<file path="src/rtl/state_access_gate.sv">
module state_access_gate #(
  parameter int NUM_CLASSES = 64,
  localparam int IW = $clog2(NUM_CLASSES)
) (
  input  logic                   req_valid,
  input  logic [2:0]             priv_mode,
  input  logic [IW-1:0]          cls_idx,
  input  logic [NUM_CLASSES-1:0] m_en,
  input  logic [NUM_CLASSES-1:0] h_en,
  input  logic [NUM_CLASSES-1:0] s_en,
  output logic                   allow,
  output logic [1:0]             trap_kind
);

  localparam logic [2:0] MODE_M  = 3'd0;
  localparam logic [2:0] MODE_S  = 3'd1;
  localparam logic [2:0] MODE_U  = 3'd2;
  localparam logic [2:0] MODE_VS = 3'd3;
  localparam logic [2:0] MODE_VU = 3'd4;

  localparam logic [1:0] TRAP_NONE = 2'd0;
  localparam logic [1:0] TRAP_ILL  = 2'd1;
  localparam logic [1:0] TRAP_VIRT = 2'd2;

  logic bit_m, bit_h, bit_s;
  logic known_mode, virt;
  logic need_m, need_h, need_s;
  logic pass_m, pass_lower, granted;

  assign bit_m = m_en[cls_idx];
  assign bit_h = h_en[cls_idx];
  assign bit_s = s_en[cls_idx];

  assign known_mode = (priv_mode <= MODE_VU);
  assign virt       = (priv_mode == MODE_VS) || (priv_mode == MODE_VU);

  assign need_m = known_mode && (priv_mode != MODE_M);
  assign need_h = virt;
  assign need_s = (priv_mode == MODE_U) || (priv_mode == MODE_VU);

  assign pass_m     = !need_m || bit_m;
  assign pass_lower = (!need_h || bit_h) && (!need_s || bit_s);
  assign granted    = known_mode && pass_m && pass_lower;

  assign allow = req_valid && granted;

  always_comb begin
    trap_kind = TRAP_NONE;
    if (req_valid && !granted) begin
      if (!known_mode || !pass_m || !virt) trap_kind = TRAP_ILL;
      else                                 trap_kind = TRAP_VIRT;
    end
  end

  always_comb begin
    AST_IDLE_QUIET: assert (req_valid || (!allow && trap_kind == TRAP_NONE));
    AST_MACHINE_FREE: assert (!(req_valid && priv_mode == MODE_M) || allow);
    AST_MBIT_ILLEGAL: assert (!(req_valid && priv_mode != MODE_M && !m_en[cls_idx])
                              || trap_kind == TRAP_ILL);
    AST_VIRT_SOURCE: assert (trap_kind != TRAP_VIRT ||
                             ((priv_mode == MODE_VS || priv_mode == MODE_VU) && m_en[cls_idx]));
    AST_RESERVED_DENY: assert (!(req_valid && priv_mode > MODE_VU) || trap_kind == TRAP_ILL);
    AST_ONE_OUTCOME: assert (!(allow && trap_kind != TRAP_NONE) &&
                             (!req_valid || allow || trap_kind != TRAP_NONE));
    AST_CODE_RANGE: assert (trap_kind != 2'd3);
  end

endmodule

</file>
<file path="config.mk">
export PLATFORM = sky130hd
export DESIGN_NAME = state_access_gate
export DESIGN_NICKNAME = d
export VERILOG_FILES = /design/src/rtl/state_access_gate.sv
export SDC_FILE = /design/constraint.sdc
export NUM_CORES = 1
export LEC_CHECK = 0
export BUFFER_PORTS_ARGS = -buffer_cell sky130_fd_sc_hd__buf_2
export CAP_MARGIN = 20
export CELL_PAD_IN_SITES_DETAIL_PLACEMENT = 1
export CELL_PAD_IN_SITES_GLOBAL_PLACEMENT = 1
export CORE_MARGIN = 2
export CORE_UTILIZATION = 23
export DETAILED_ROUTE_END_ITERATION = 8
export GPL_ROUTABILITY_DRIVEN = 0
export PLACE_DENSITY_LB_ADDON = 0.15
export REMOVE_ABC_BUFFERS = 1
export SYNTH_ARGS = -nofsm -noshare
export SYNTH_HDL_FRONTEND = slang
export SYNTH_SLANG_ARGS = --single-unit
</file>
<file path="constraint.sdc">
create_clock -name vclk -period 2.8
set_input_delay 0.28 -clock vclk [all_inputs]
set_output_delay 0.28 -clock vclk [all_outputs]
set_load 0.02 [all_outputs]
</file>
Word-level counts from Yosys, hierarchy flattened:

Cells that the tools add are included.
W data, S select, Z words.

* equality and inequality tests: 3
* reductions and logical operators: 20
* magnitude comparators: 2
* muxes and demuxes: 8

Operator list (count)
* $bmux W1 S6: 3
* $logic_or A1 B1 Y1: 7
* $lt A6 B7 Y1 const B: 1
* $eq A3 B2 Y1 const B: 2
* $logic_and A1 B1 Y1: 6
* $logic_not A1 Y1: 6
* $mux W2: 2
* $eq A3 B3 Y1 const B: 1
* $le A3 B3 Y1 const B: 1
* $mux W1: 3
* $reduce_bool A3 Y1: 1

* bits in registers: 0
* logic and storage cells: 33
* output and inout bits: 3
* input port bits: 202

Depth between registers and ports, before layout:

* depth in word-level cells: 9
* gate-level depth with buffers: 9
* mapped depth without buffers: 6

Least setup slack after synthesis:

OpenSTA, ideal clock, no wires.

* path type: input -> output
* start point: input port cls_idx[0]
* end point: output port trap_kind[1]
* slack: 0.184 ns
* required time: 2.520 ns
* data arrival time: 2.336 ns
* path buffers: 2
* stages: 8
* cells stage by stage: buf_4 > buf_6 > mux4_2 > mux4_2 > mux2_2 > nand2_1 > a311oi_1 > and4bb_1

* word-level cells in the longest chain between the ends: 8
* elaborated cells between the ends (all ways): 19
* those cells by class: 8 x mux; 11 x reduce/logical

Ends and longest elaborated chain
* start, declared: RTL line 7 `input logic [IW-1:0] cls_idx,`
* $bmux W1 S6 (on tied branches): RTL line 30, 31, 32
* $mux W1 (on tied branches): RTL line 30, 31, 32
* $logic_or A1 B1 Y1 (on tied branches): RTL line 41, 42
* $logic_not A1 Y1 (tied with other cells): RTL line 50 `if (!known_mode || !pass_m || !virt) trap_kind = TRAP_ILL;`
* $logic_or A1 B1 Y1 / $logic_and A1 B1 Y1 (equally long branches): RTL line 50, 43
* $logic_or A1 B1 Y1 / $logic_not A1 Y1 (equally long branches): RTL line 50, 49
* $mux W2 / $logic_and A1 B1 Y1 (equally long branches): RTL line 50, 49
* $mux W2 *: RTL line 49 `if (req_valid && !granted) begin`
* end, declared: RTL line 12 `output logic [1:0] trap_kind`

Every way passes the cells marked *; elsewhere a longest branch is shown, timed or not. The select of a mux whose other input is x is not followed.

Worst setup path in the final report:

Same ends and word-level chain as after synthesis.

==> flow_metrics.py <==
metrics = {
    "synthesis": {
        "synthCells": 144,
        "netlist_top_cells_count": "47 x mux4_2, 8 x buf_2, 7 x mux2_2",
        "ys_types": 38,
        "synth_compound_area_frac": 0.1143,
        "synth_top_area_frac": 0.6043,
        "synthMuxAreaShare": 0.6836,
        "syn_area_per_cell_um2": 12.16,
        "yosys_warnings": 0,
        "synthSimpleGateAreaFrac": 0.1179,
        "yosys.area.top_type": "mux4_2",
        "synth_area_leaders": "mux4_2 60%, mux2_2 4.5%, mux2i_1 3.4%, a2111oi_0 2.5%, buf_2 2.3%",
        "syn_area_um2": 1752,
        "synth.most_common_cell": "mux4_2",
        "synth_top_family_by_area": "multiplexers",
        "yosysSeqAreaShare": 0,
        "synth_xor_area_frac": 0.005000,
        "synth-adder-area-share": 0.007143,
    },
    "finish": {
        "final_layout_size_suffix_gt1_frac": 0.8143,
        "seq_cell_count": 0,
        "area_growth_pct": 75.36,
        "num_antenna_cells": 0,
        "nClkBuffers": 0,
        "fin_cells": 449,
        "seq_area_um2": 0,
        "fin_nets": 555,
        "fin_util": 0.4190,
    },
    "power": {
        "p_seq_frac": 0,
        "p_int_uw": 286.7,
        "power.leakage_uw": 0.001457,
        "combPwrFrac": 1.000,
        "clkPwrFrac": 0,
        "vdd_ir_drop_max_mv": 0.06937,
        "p_switching_uw": 169.8,
        "p_per_area_nw_per_um2": 148.6,
        "sw_frac_of_total": 0.3720,
    },
    "timing": {
        "period_minus_slack_ps": 2709,
        "slew-limit-headroom": 0.4510,
        "fmax_mhz": 369.1,
        "report.final.hold_viol_count": 0,
        "rsz0062_at_grt": "no",
        "drv_slew": 0,
        "worstMarginPinSlew_ps": 802.8,
        "setup_viol": 0,
        "fin_crit_sh": 0.9676,
    },
    "placement": {
        "place.port_buffers": 205,
        "place_inst": 447,
        "post-dp-hpwl_um": 6986,
    },
    "global_routing": {
        "antenna_found_initial": 0,
        "overflow": 0,
        "grt_usage": 0.1849,
        "grt_max_degree": 20,
        "grt_pass1_vias": 2577,
        "grt_pass1_wl_um": 12510,
    },
    "hold_path": {
        "min_from": "req_valid",
        "min_to": "trap_kind[0]",
        "hold_class": "input pin to primary output",
        "min_path_cells": 3,
    },
    "die": {
        "core_um2": 7331,
        "die_y_um": 91.27,
        "initial_utilization": 0.2389,
        "die_w_um": 91.27,
        "ios": 205,
        "die_area_um2": 8330,
        "rows": 31,
    },
    "clocking": {
        "postCtsHoldBufs": 0,
        "cts_setup_buffers": 0,
    },
    "routing": {
        "vias": 2297,
        "drt_iter0_drc": 14,
        "drt_wl_total_um": 8019,
        "routed_via_density": 5.116,
        "drt-wirelength-per-cell_um": 17.86,
        "antenna_left": 0,
        "first_pass_iters": 4,
        "route.detailed.drc": 0,
    },
    "flow_run": {
        "maxCapViolCount": 0,
    },
    "critical_path": {
        "crit_arrival_ps": 2430,
        "end_kind": "primary output",
        "crit_fanout": 5,
        "cp-start-kind": "input pin",
        "critPathRequiredTime_ps": 2520,
        "path_class": "input pin to primary output",
    },
    "run_status": {
        "status": "finished, final reports clean",
    },
}
-- cell type report --
cell class	count	area, um2
Fill cell	900	4259
Multi-Input combinational cell	123	1659
Timing Repair Buffer	224	1277
Tap cell	99	123.9
Inverter	3	11.26
-- layer usage --
| layer | track usage | part of all wire | vias up |
|---|---|---|---|
| li1 | - | - | 1058 |
| met1 | 0.2112 | 0.38 | 1106 |
| met4 | 0.003788 | 0.0024 | 0 |
| met3 | 0.03320 | 0.092 | 2 |
| met2 | 0.3728 | 0.53 | 131 |
| met5 | 0 | 0 | - |
-- cell families (layout without fill, tap and decap cells) --
kind of cell               count (synthesis)  count (layout)
AOI/OAI and AO/OA                         27              27
buffers and inverters                     21             227
xor gates and xnor gates                   1               1
and+or+nand+nor                           34              34
adders and majority gates                  1               1
muxes                                     60              60
-- stage by stage --
stage / total power (uW) / cell area [um2] / TNS [ps] / worst slack [ps] / hold slack, ps
2_1_floorplan: 191.6 / 1637 / 0 / 505.7 / 729.2
3_3_place_gp: 431.6 / 2964 / -470.1 / -193.2 / 943.8
3_5_place_dp: 439.2 / 2964 / -754.5 / -303.8 / 939.8
4_1_cts: 454.4 / 3017 / 0 / 6.100 / 939.8
5_1_grt: 498.3 / 3072 / 0 / 34.66 / 943.8
6_report: 456.5 / 3072 / 0 / 90.72 / 935.6
-- cells in the final DEF, fill, tap and decap left out, drive strengths merged, types with 3 or more instances in the layout --
cell type	instances
buf	222
mux4	47
mux2	7
nor2	6
nor2b	6
mux2i	6
a2111oi	6
nand2	5
nand3b	5
o21ai	4
inv	3
a21oi	3
and3	3
-- power by group through the flow --
stage	Sequential, uW	Combinational [uW]	Clock (uW)
2_1_floorplan	0	192	0
3_3_place_gp	0	432	0
3_5_place_dp	0	439	0
4_1_cts	0	454	0
5_1_grt	0	498	0
6_report	0	457	0
-- worst max-delay path by stage --
stage / from / end / depth (start not counted)
after floorplan: cls_idx[0] / trap_kind[0] / 6
after global placement: cls_idx[1] / trap_kind[1] / 8
after detailed placement: cls_idx[1] / trap_kind[1] / 8
after CTS: cls_idx[0] / trap_kind[1] / 9
after global routing: cls_idx[0] / trap_kind[1] / 9
final: cls_idx[0] / trap_kind[1] / 9
-- timing repair --
| item | CTS | global route |
|---|---|---|
| pin swaps | 0 | 3 |
| cloned | 1 | 1 |
| resized for setup | 9 | 7 |
| setup endpoints to repair | 3 | 2 |
-- worst max-delay path: stages --
cell and delay [ps]:
buf_6 130, clkbuf_16 170, mux4_2 490, mux2_2 280, and3_1 200, a2111oi_2 370, a2111oi_2 120, and4bb_1 220
buf_4 150
Power figures use the tool's default switching activity.
